## src/rtl/qpc_pkg.sv

```systemverilog
package qpc_pkg;

    typedef enum logic {
        DIR_DOWN = 1'b0,
        DIR_UP   = 1'b1
    } dir_e;

    // Filtered channel pair; a is the upper bit.
    typedef struct packed {
        logic a;
        logic b;
    } chan_pair_t;

    // One decoded step handed from the decoder to the counter.
    typedef struct packed {
        logic valid;
        dir_e dir;
    } step_t;

    // Next state when channel A leads channel B.
    function automatic chan_pair_t fwd_next(chan_pair_t p);
        chan_pair_t n;
        n.a = ~p.b;
        n.b = p.a;
        return n;
    endfunction

    // Next state when channel B leads channel A.
    function automatic chan_pair_t rev_next(chan_pair_t p);
        chan_pair_t n;
        n.a = p.b;
        n.b = ~p.a;
        return n;
    endfunction

    // Classify a state change; a double change or no change yields no step.
    function automatic step_t classify(chan_pair_t prev, chan_pair_t curr);
        step_t s;
        s.valid = 1'b0;
        s.dir   = DIR_UP;
        if (curr == fwd_next(prev)) begin
            s.valid = 1'b1;
            s.dir   = DIR_UP;
        end else if (curr == rev_next(prev)) begin
            s.valid = 1'b1;
            s.dir   = DIR_DOWN;
        end
        return s;
    endfunction

endpackage

```

## src/rtl/qpc_chan_filter.sv

```systemverilog
module qpc_chan_filter #(
    parameter int SYNC_STAGES    = 2,
    parameter int STABLE_SAMPLES = 3
) (
    input  logic clk,
    input  logic rst_n,
    input  logic raw_i,
    output logic filt_o
);
    localparam int HIST_W = STABLE_SAMPLES - 1;

    logic [SYNC_STAGES-1:0] sync_q;
    logic [HIST_W-1:0]      hist_q;
    logic                   smp;
    logic [STABLE_SAMPLES-1:0] window;
    logic                   filt_q;

    assign smp    = sync_q[SYNC_STAGES-1];
    assign window = {hist_q, smp};

    always_ff @(posedge clk or negedge rst_n) begin
        if (!rst_n) begin
            sync_q <= '0;
            hist_q <= '0;
            filt_q <= 1'b0;
        end else begin
            sync_q <= {sync_q[SYNC_STAGES-2:0], raw_i};
            hist_q <= {hist_q[HIST_W-2:0], smp};
            if (&window) begin
                filt_q <= 1'b1;
            end else if (~|window) begin
                filt_q <= 1'b0;
            end
        end
    end

    assign filt_o = filt_q;

    generate
        if (STABLE_SAMPLES == 3) begin : g_chk3
            AST_FILTER_THREE_AGREE: assert property (@(posedge clk) disable iff (!rst_n)
                !$stable(filt_q) |-> ($past(smp, 1) == filt_q) && ($past(smp, 2) == filt_q)
                                     && ($past(smp, 3) == filt_q));
        end
    endgenerate

endmodule

```

## src/rtl/qpc_step_decode.sv

```systemverilog
module qpc_step_decode
    import qpc_pkg::*;
(
    input  logic       clk,
    input  logic       rst_n,
    input  chan_pair_t filt_i,
    output step_t      step_o,
    output dir_e       dir_o
);
    chan_pair_t prev_q;
    step_t      step_q;
    step_t      step_c;
    dir_e       dir_q;

    always_comb begin
        step_c = classify(prev_q, filt_i);
    end

    always_ff @(posedge clk or negedge rst_n) begin
        if (!rst_n) begin
            prev_q <= '0;
            step_q <= '{valid: 1'b0, dir: DIR_UP};
            dir_q  <= DIR_UP;
        end else begin
            prev_q <= filt_i;
            step_q <= step_c;
            if (step_c.valid) begin
                dir_q <= step_c.dir;
            end
        end
    end

    assign step_o = step_q;
    assign dir_o  = dir_q;

    AST_STEP_MATCHES_DIR: assert property (@(posedge clk) disable iff (!rst_n)
        step_q.valid |-> (dir_q == step_q.dir));

endmodule

```

## src/rtl/qpc_half_pulse.sv

```systemverilog
module qpc_half_pulse (
    input  logic clk,
    input  logic rst_n,
    input  logic fire_i,
    output logic pulse_o
);
    logic tog_rise_q;
    logic tog_fall_q;

    always_ff @(posedge clk or negedge rst_n) begin
        if (!rst_n) begin
            tog_rise_q <= 1'b0;
        end else if (fire_i) begin
            tog_rise_q <= ~tog_rise_q;
        end
    end

    always_ff @(negedge clk or negedge rst_n) begin
        if (!rst_n) begin
            tog_fall_q <= 1'b0;
        end else begin
            tog_fall_q <= tog_rise_q;
        end
    end

    assign pulse_o = tog_rise_q ^ tog_fall_q;

    AST_PULSE_LOW_AT_RISE: assert property (@(posedge clk) disable iff (!rst_n)
        !pulse_o);

endmodule

```

## src/rtl/qpc_pos_counter.sv

```systemverilog
module qpc_pos_counter
    import qpc_pkg::*;
#(
    parameter int POS_W = 16
) (
    input  logic             clk,
    input  logic             rst_n,
    input  step_t            step_i,
    output logic [POS_W-1:0] pos_o,
    output logic             cnt_pulse_o,
    output logic             carry_pulse_o
);
    localparam logic [POS_W-1:0] POS_MAX = '1;
    localparam logic [POS_W-1:0] POS_MIN = '0;

    logic [POS_W-1:0] pos_q;
    logic [POS_W-1:0] pos_next;
    logic             wrap_c;
    logic             cnt_ev_q;
    logic             carry_ev_q;

    always_comb begin
        pos_next = pos_q;
        wrap_c   = 1'b0;
        if (step_i.valid) begin
            if (step_i.dir == DIR_UP) begin
                pos_next = pos_q + 1'b1;
                wrap_c   = (pos_q == POS_MAX);
            end else begin
                pos_next = pos_q - 1'b1;
                wrap_c   = (pos_q == POS_MIN);
            end
        end
    end

    always_ff @(posedge clk or negedge rst_n) begin
        if (!rst_n) begin
            pos_q      <= '0;
            cnt_ev_q   <= 1'b0;
            carry_ev_q <= 1'b0;
        end else begin
            pos_q      <= pos_next;
            cnt_ev_q   <= step_i.valid;
            carry_ev_q <= wrap_c;
        end
    end

    qpc_half_pulse u_cnt_pulse (
        .clk     (clk),
        .rst_n   (rst_n),
        .fire_i  (step_i.valid),
        .pulse_o (cnt_pulse_o)
    );

    qpc_half_pulse u_carry_pulse (
        .clk     (clk),
        .rst_n   (rst_n),
        .fire_i  (wrap_c),
        .pulse_o (carry_pulse_o)
    );

    assign pos_o = pos_q;

    AST_SINGLE_STEP: assert property (@(posedge clk) disable iff (!rst_n)
        !$stable(pos_q) |-> (pos_q == POS_W'($past(pos_q) + 1'b1))
                         || (pos_q == POS_W'($past(pos_q) - 1'b1)));

    AST_MOVE_HAS_EVENT: assert property (@(posedge clk) disable iff (!rst_n)
        !$stable(pos_q) |-> cnt_ev_q);

    AST_CARRY_ON_WRAP: assert property (@(posedge clk) disable iff (!rst_n)
        carry_ev_q |-> ((pos_q == POS_MIN) && ($past(pos_q) == POS_MAX))
                    || ((pos_q == POS_MAX) && ($past(pos_q) == POS_MIN)));

endmodule

```

## src/rtl/quad_position_counter.sv

```systemverilog
module quad_position_counter
    import qpc_pkg::*;
#(
    parameter int POS_W          = 16,
    parameter int SYNC_STAGES    = 2,
    parameter int STABLE_SAMPLES = 3
) (
    input  logic             clk,
    input  logic             rst_n,
    input  logic             ch_a_i,
    input  logic             ch_b_i,
    output logic [POS_W-1:0] pos_o,
    output logic             dir_up_o,
    output logic             cnt_pulse_o,
    output logic             carry_pulse_o
);
    localparam int NUM_CH = 2;

    logic [NUM_CH-1:0] raw_w;
    logic [NUM_CH-1:0] filt_w;
    chan_pair_t        filt_pair;
    step_t             step_w;
    dir_e              dir_w;

    assign raw_w = {ch_a_i, ch_b_i};

    generate
        for (genvar g = 0; g < NUM_CH; g++) begin : g_chan
            qpc_chan_filter #(
                .SYNC_STAGES    (SYNC_STAGES),
                .STABLE_SAMPLES (STABLE_SAMPLES)
            ) u_filter (
                .clk    (clk),
                .rst_n  (rst_n),
                .raw_i  (raw_w[g]),
                .filt_o (filt_w[g])
            );
        end
    endgenerate

    assign filt_pair = chan_pair_t'(filt_w);

    qpc_step_decode u_decode (
        .clk    (clk),
        .rst_n  (rst_n),
        .filt_i (filt_pair),
        .step_o (step_w),
        .dir_o  (dir_w)
    );

    qpc_pos_counter #(
        .POS_W (POS_W)
    ) u_counter (
        .clk           (clk),
        .rst_n         (rst_n),
        .step_i        (step_w),
        .pos_o         (pos_o),
        .cnt_pulse_o   (cnt_pulse_o),
        .carry_pulse_o (carry_pulse_o)
    );

    assign dir_up_o = (dir_w == DIR_UP);

    AST_DIR_SETUP_HELD: assert property (@(posedge clk) disable iff (!rst_n)
        !$stable(pos_o) |-> $stable(dir_up_o));

    AST_DIR_MATCHES_MOVE: assert property (@(posedge clk) disable iff (!rst_n)
        !$stable(pos_o) |-> (dir_up_o == (pos_o == POS_W'($past(pos_o) + 1'b1))));

    AST_DOUBLE_CHANGE_DROPPED: assert property (@(posedge clk) disable iff (!rst_n)
        ((filt_pair.a != $past(filt_pair.a)) && (filt_pair.b != $past(filt_pair.b)))
            |-> ##2 $stable(pos_o));

endmodule

```

## config.mk

```make
export PLATFORM = sky130hd
export DESIGN_NAME = quad_position_counter
export DESIGN_NICKNAME = d
export VERILOG_FILES = /design/src/rtl/qpc_pkg.sv /design/src/rtl/qpc_chan_filter.sv /design/src/rtl/qpc_step_decode.sv /design/src/rtl/qpc_half_pulse.sv /design/src/rtl/qpc_pos_counter.sv /design/src/rtl/quad_position_counter.sv
export SDC_FILE = /design/constraint.sdc
export NUM_CORES = 1
export LEC_CHECK = 0
export ABC_AREA = 0
export BUFFER_PORTS_ARGS = -buffer_cell sky130_fd_sc_hd__buf_2
export CORE_MARGIN = 2
export CORE_UTILIZATION = 30
export CTS_CLUSTER_DIAMETER = 100
export DETAILED_ROUTE_END_ITERATION = 6
export SYNTH_ARGS = -nofsm -noshare
export SYNTH_HDL_FRONTEND = slang
export SYNTH_SLANG_ARGS = --single-unit
```

## constraint.sdc

```tcl
create_clock -name clk -period 3.6 [get_ports clk]
set_clock_uncertainty 0.2 [all_clocks]
set_input_delay 1.08 -clock clk [delete_from_list [all_inputs] [get_ports clk]]
set_output_delay 1.08 -clock clk [all_outputs]
set_load 0.05 [all_outputs]
```

==> flow_summary.toml <==
[status]
status = "complete, but fails checks"
failed_checks = "setup timing"

[routing]
drtAntennaViolNets = 0
avgRoutedWirePerCell_um = 14.5
drt_iter0_drc = 75
viasPerCell = 5.27
drc = 0
drt_pass1_iterations = 4
wl_um = 4550
num_vias = 1660

[sta]
tightest_slew_ns = 1.09
drv_slew = 0
holdWs_ns = 0.149
worst_slack_ns = -0.559
rsz0062_at_grt = "yes"
setup_viol = 2
slew_headroom = 0.272
timing_hold_violations_final = 0

[clock_tree]
cts_setup_buffers = 0
cts_tree = "built"
cts_sinks = 35
htreeDepth = 2
cts_buffers = 5
cts_root_buf = "clkbuf_8"
ctsLongestPathBuffers = 2
clk_pin_slew_worst_paths_ns = 0.07
clk_latency_ns = 0.28

[logic_synthesis]
yosysSeqAreaShare = 0.427
yosysTopAreaCell = "dfrtp_1"
synthDominantCellAreaShare = 0.377
ys_types = 45
ys.flop_type = "dfrtp_1"
ys.warnings.count = 0
synth_simple_gate_area_frac = 0.179
async_flop_share = 1.00
synth_xor_area_frac = 0.0554
avgSynthCellArea_sq_um = 9.98
synth_edf_count = 0
synth_compound_area_frac = 0.191
synth_mux_area_frac = 0.0323
yosys-top-cells-count = "31 x dfrtp_1, 18 x o21ai_0, 17 x nand2_1, 14 x a21oi_1, 14 x ha_1"
syn-cell-area_sq_mm = 0.00206
synth.area.top_cells = "dfrtp_1 38%, ha_1 8.5%, o21ai_0 4.4%"
synth-seq-cells = 35
netlist_instances = 206
synthAdderAreaFrac = 0.0949
synth_top_family_by_area = "compound AO/OA/AOI/OAI gates"
synth_most_common_cell = "dfrtp_1"
syn_nets = 225

[worst_setup_path]
path_cells = "xor2_4 > buf_6"
crit_required_ns = 2.32
cp_max_fo = 1
critPathBufInv = 1
crit_path_end_kind = "output pin"
startpoint_type = "register"
crit_arrival_ns = 2.88
critPathTopFamily = "flip-flops"
slowest_stage = "dfrtn_1"
cpPeakStageDelay_ns = 0.47
path_class = "register to output pin"

[place]
place_ws_ns = -0.340
postPlaceCellArea_sq_mm = 0.00231
numPortBuffers = 22
hpwl_um = 3280
place_congestion = 0.828

[floorplanning]
die_h_um = 86.8
rows = 30
dieArea_sq_mm = 0.00753
initial_utilization = 0.306
core_sq_mm = 0.00672
die_w_um = 86.8
ios = 23

[finish]
utilization = 0.362
design_area_sq_mm = 0.00243
drive_gt1_frac = 0.204
insertedDiodeCount = 0
areaGrowthSynthToFinish_pct = 18.2
final_net_count = 253
fillCellCount = 688

[global_route]
grt_antenna_before_repair = 0
grt_max_degree = 35
overflow = 0
grt_pass1_wl_um = 7690
grt_pass1_vias = 1581
grt_use_total = 0.132

[worst_hold_path]
hp-class = "register to register"

[flow_run]
cap_viol_max_count = 0
## worst reg2reg max path, cell delays in order (launching register included)
cell     delay (ns)
dfstp_2        0.61
inv_1          0.28
ha_1           0.50
nand4_1        0.12
a211o_1        0.34
and2_4         0.17
o221a_1        0.24
or4_1          0.51
## layer usage
metal	part of all wire	vias to the layer above	GRT usage
met5	0	-	0
met4	0.011	0	0.0597
met3	0.041	4	0.0295
met2	0.46	32	0.205
met1	0.49	801	0.176
li1	-	823	-
## cell type report
cell class                      count  area [sq um]  share of cell area
Clock inverter                      2          37.5              0.0154
Tap cell                           80           100              0.0412
Clock buffer                        6          72.6              0.0299
Timing Repair Buffer               24           138              0.0566
Multi-Input combinational cell    160          1170               0.483
Sequential cell                    35           878               0.361
Inverter                            8          30.0              0.0124
## final timing paths
| kind | from | slack [ns] | cells after the start | endpoint |
|---|---|---|---|---|
| worst min-delay path | g_chan[1].u_filter.sync_q[0] | 0.15 | 0 | g_chan[1].u_filter.sync_q[1] |
| worst min register to register | g_chan[1].u_filter.sync_q[0] | 0.15 | 0 | g_chan[1].u_filter.sync_q[1] |
| max in group asynchronous | rst_n | 0.90 | 1 | u_counter.u_carry_pulse.tog_fall_q |
| worst max register to register | u_decode.step_o[0] | 0.49 | 7 | u_counter.pos_o[15] |
| worst max-delay path | u_counter.u_cnt_pulse.tog_fall_q | -0.56 | 2 | cnt_pulse_o |
| min in group asynchronous | rst_n | 0.42 | 1 | u_counter.pos_o[12] |
## registers in the layout, summed over array words and instances (netlist names)
signal,count
g_chan.u_filter.filt_o,2
g_chan.u_filter.hist_q,4
g_chan.u_filter.sync_q,4
u_counter.pos_o,16
u_counter.u_carry_pulse.tog_fall_q,1
u_counter.u_carry_pulse.tog_rise_q,1
u_counter.u_cnt_pulse.tog_fall_q,1
u_counter.u_cnt_pulse.tog_rise_q,1
u_decode.dir_o,1
u_decode.prev_q,2
u_decode.step_o,2
## logic make-up after synthesis
family	count (synthesis)
simple gates	66
compound gates	60
flops	35
fa+ha+maj	15
xor+xnor	13
buf+inv	11
mux	6
## metrics by stage
| stage | TNS, ns | cells |
|---|---|---|
| final | -1.12 | 315 |
| after detailed placement | -0.679 | 307 |
| after floorplan | -0.573 | 206 |
| after CTS | -1.14 | 315 |
| after global placement | -0.670 | 307 |
| after global routing | -1.18 | 315 |
## cells in the final DEF (no fill, tap or decap), types with 2 or more instances in the layout
cell	n
a211oi_1	2
a21oi_1	14
o21a_1	3
o311ai_0	2
o2111ai_1	3
clkbuf_8	5
nand2b_1	3
buf_6	2
buf_4	2
nor2_1	4
dfstp_2	2
mux2_2	5
o21ai_0	18
nand4_1	5
nand3_1	5
nand3b_1	5
xnor2_1	3
nor2b_1	7
dfrtp_1	31
ha_1	14
a31o_2	4
buf_2	20
or3_1	4
nor4_1	3
dfrtn_1	2
or4_1	2
xor2_1	8
inv_1	8
o211ai_1	3
xor2_4	2
nand2_1	17
a21o_1	3
nor3_1	5
## what timing repair did
| item | in CTS | in global routing |
|---|---|---|
| gates cloned | 0 | 0 |
| setup endpoints to repair | 2 | 2 |
| hold buffers | 0 | 0 |
| resized for setup | 4 | 0 |
Power is not shown: default switching activity piles up to over one toggle a cycle in this logic, so the estimate is an artifact.
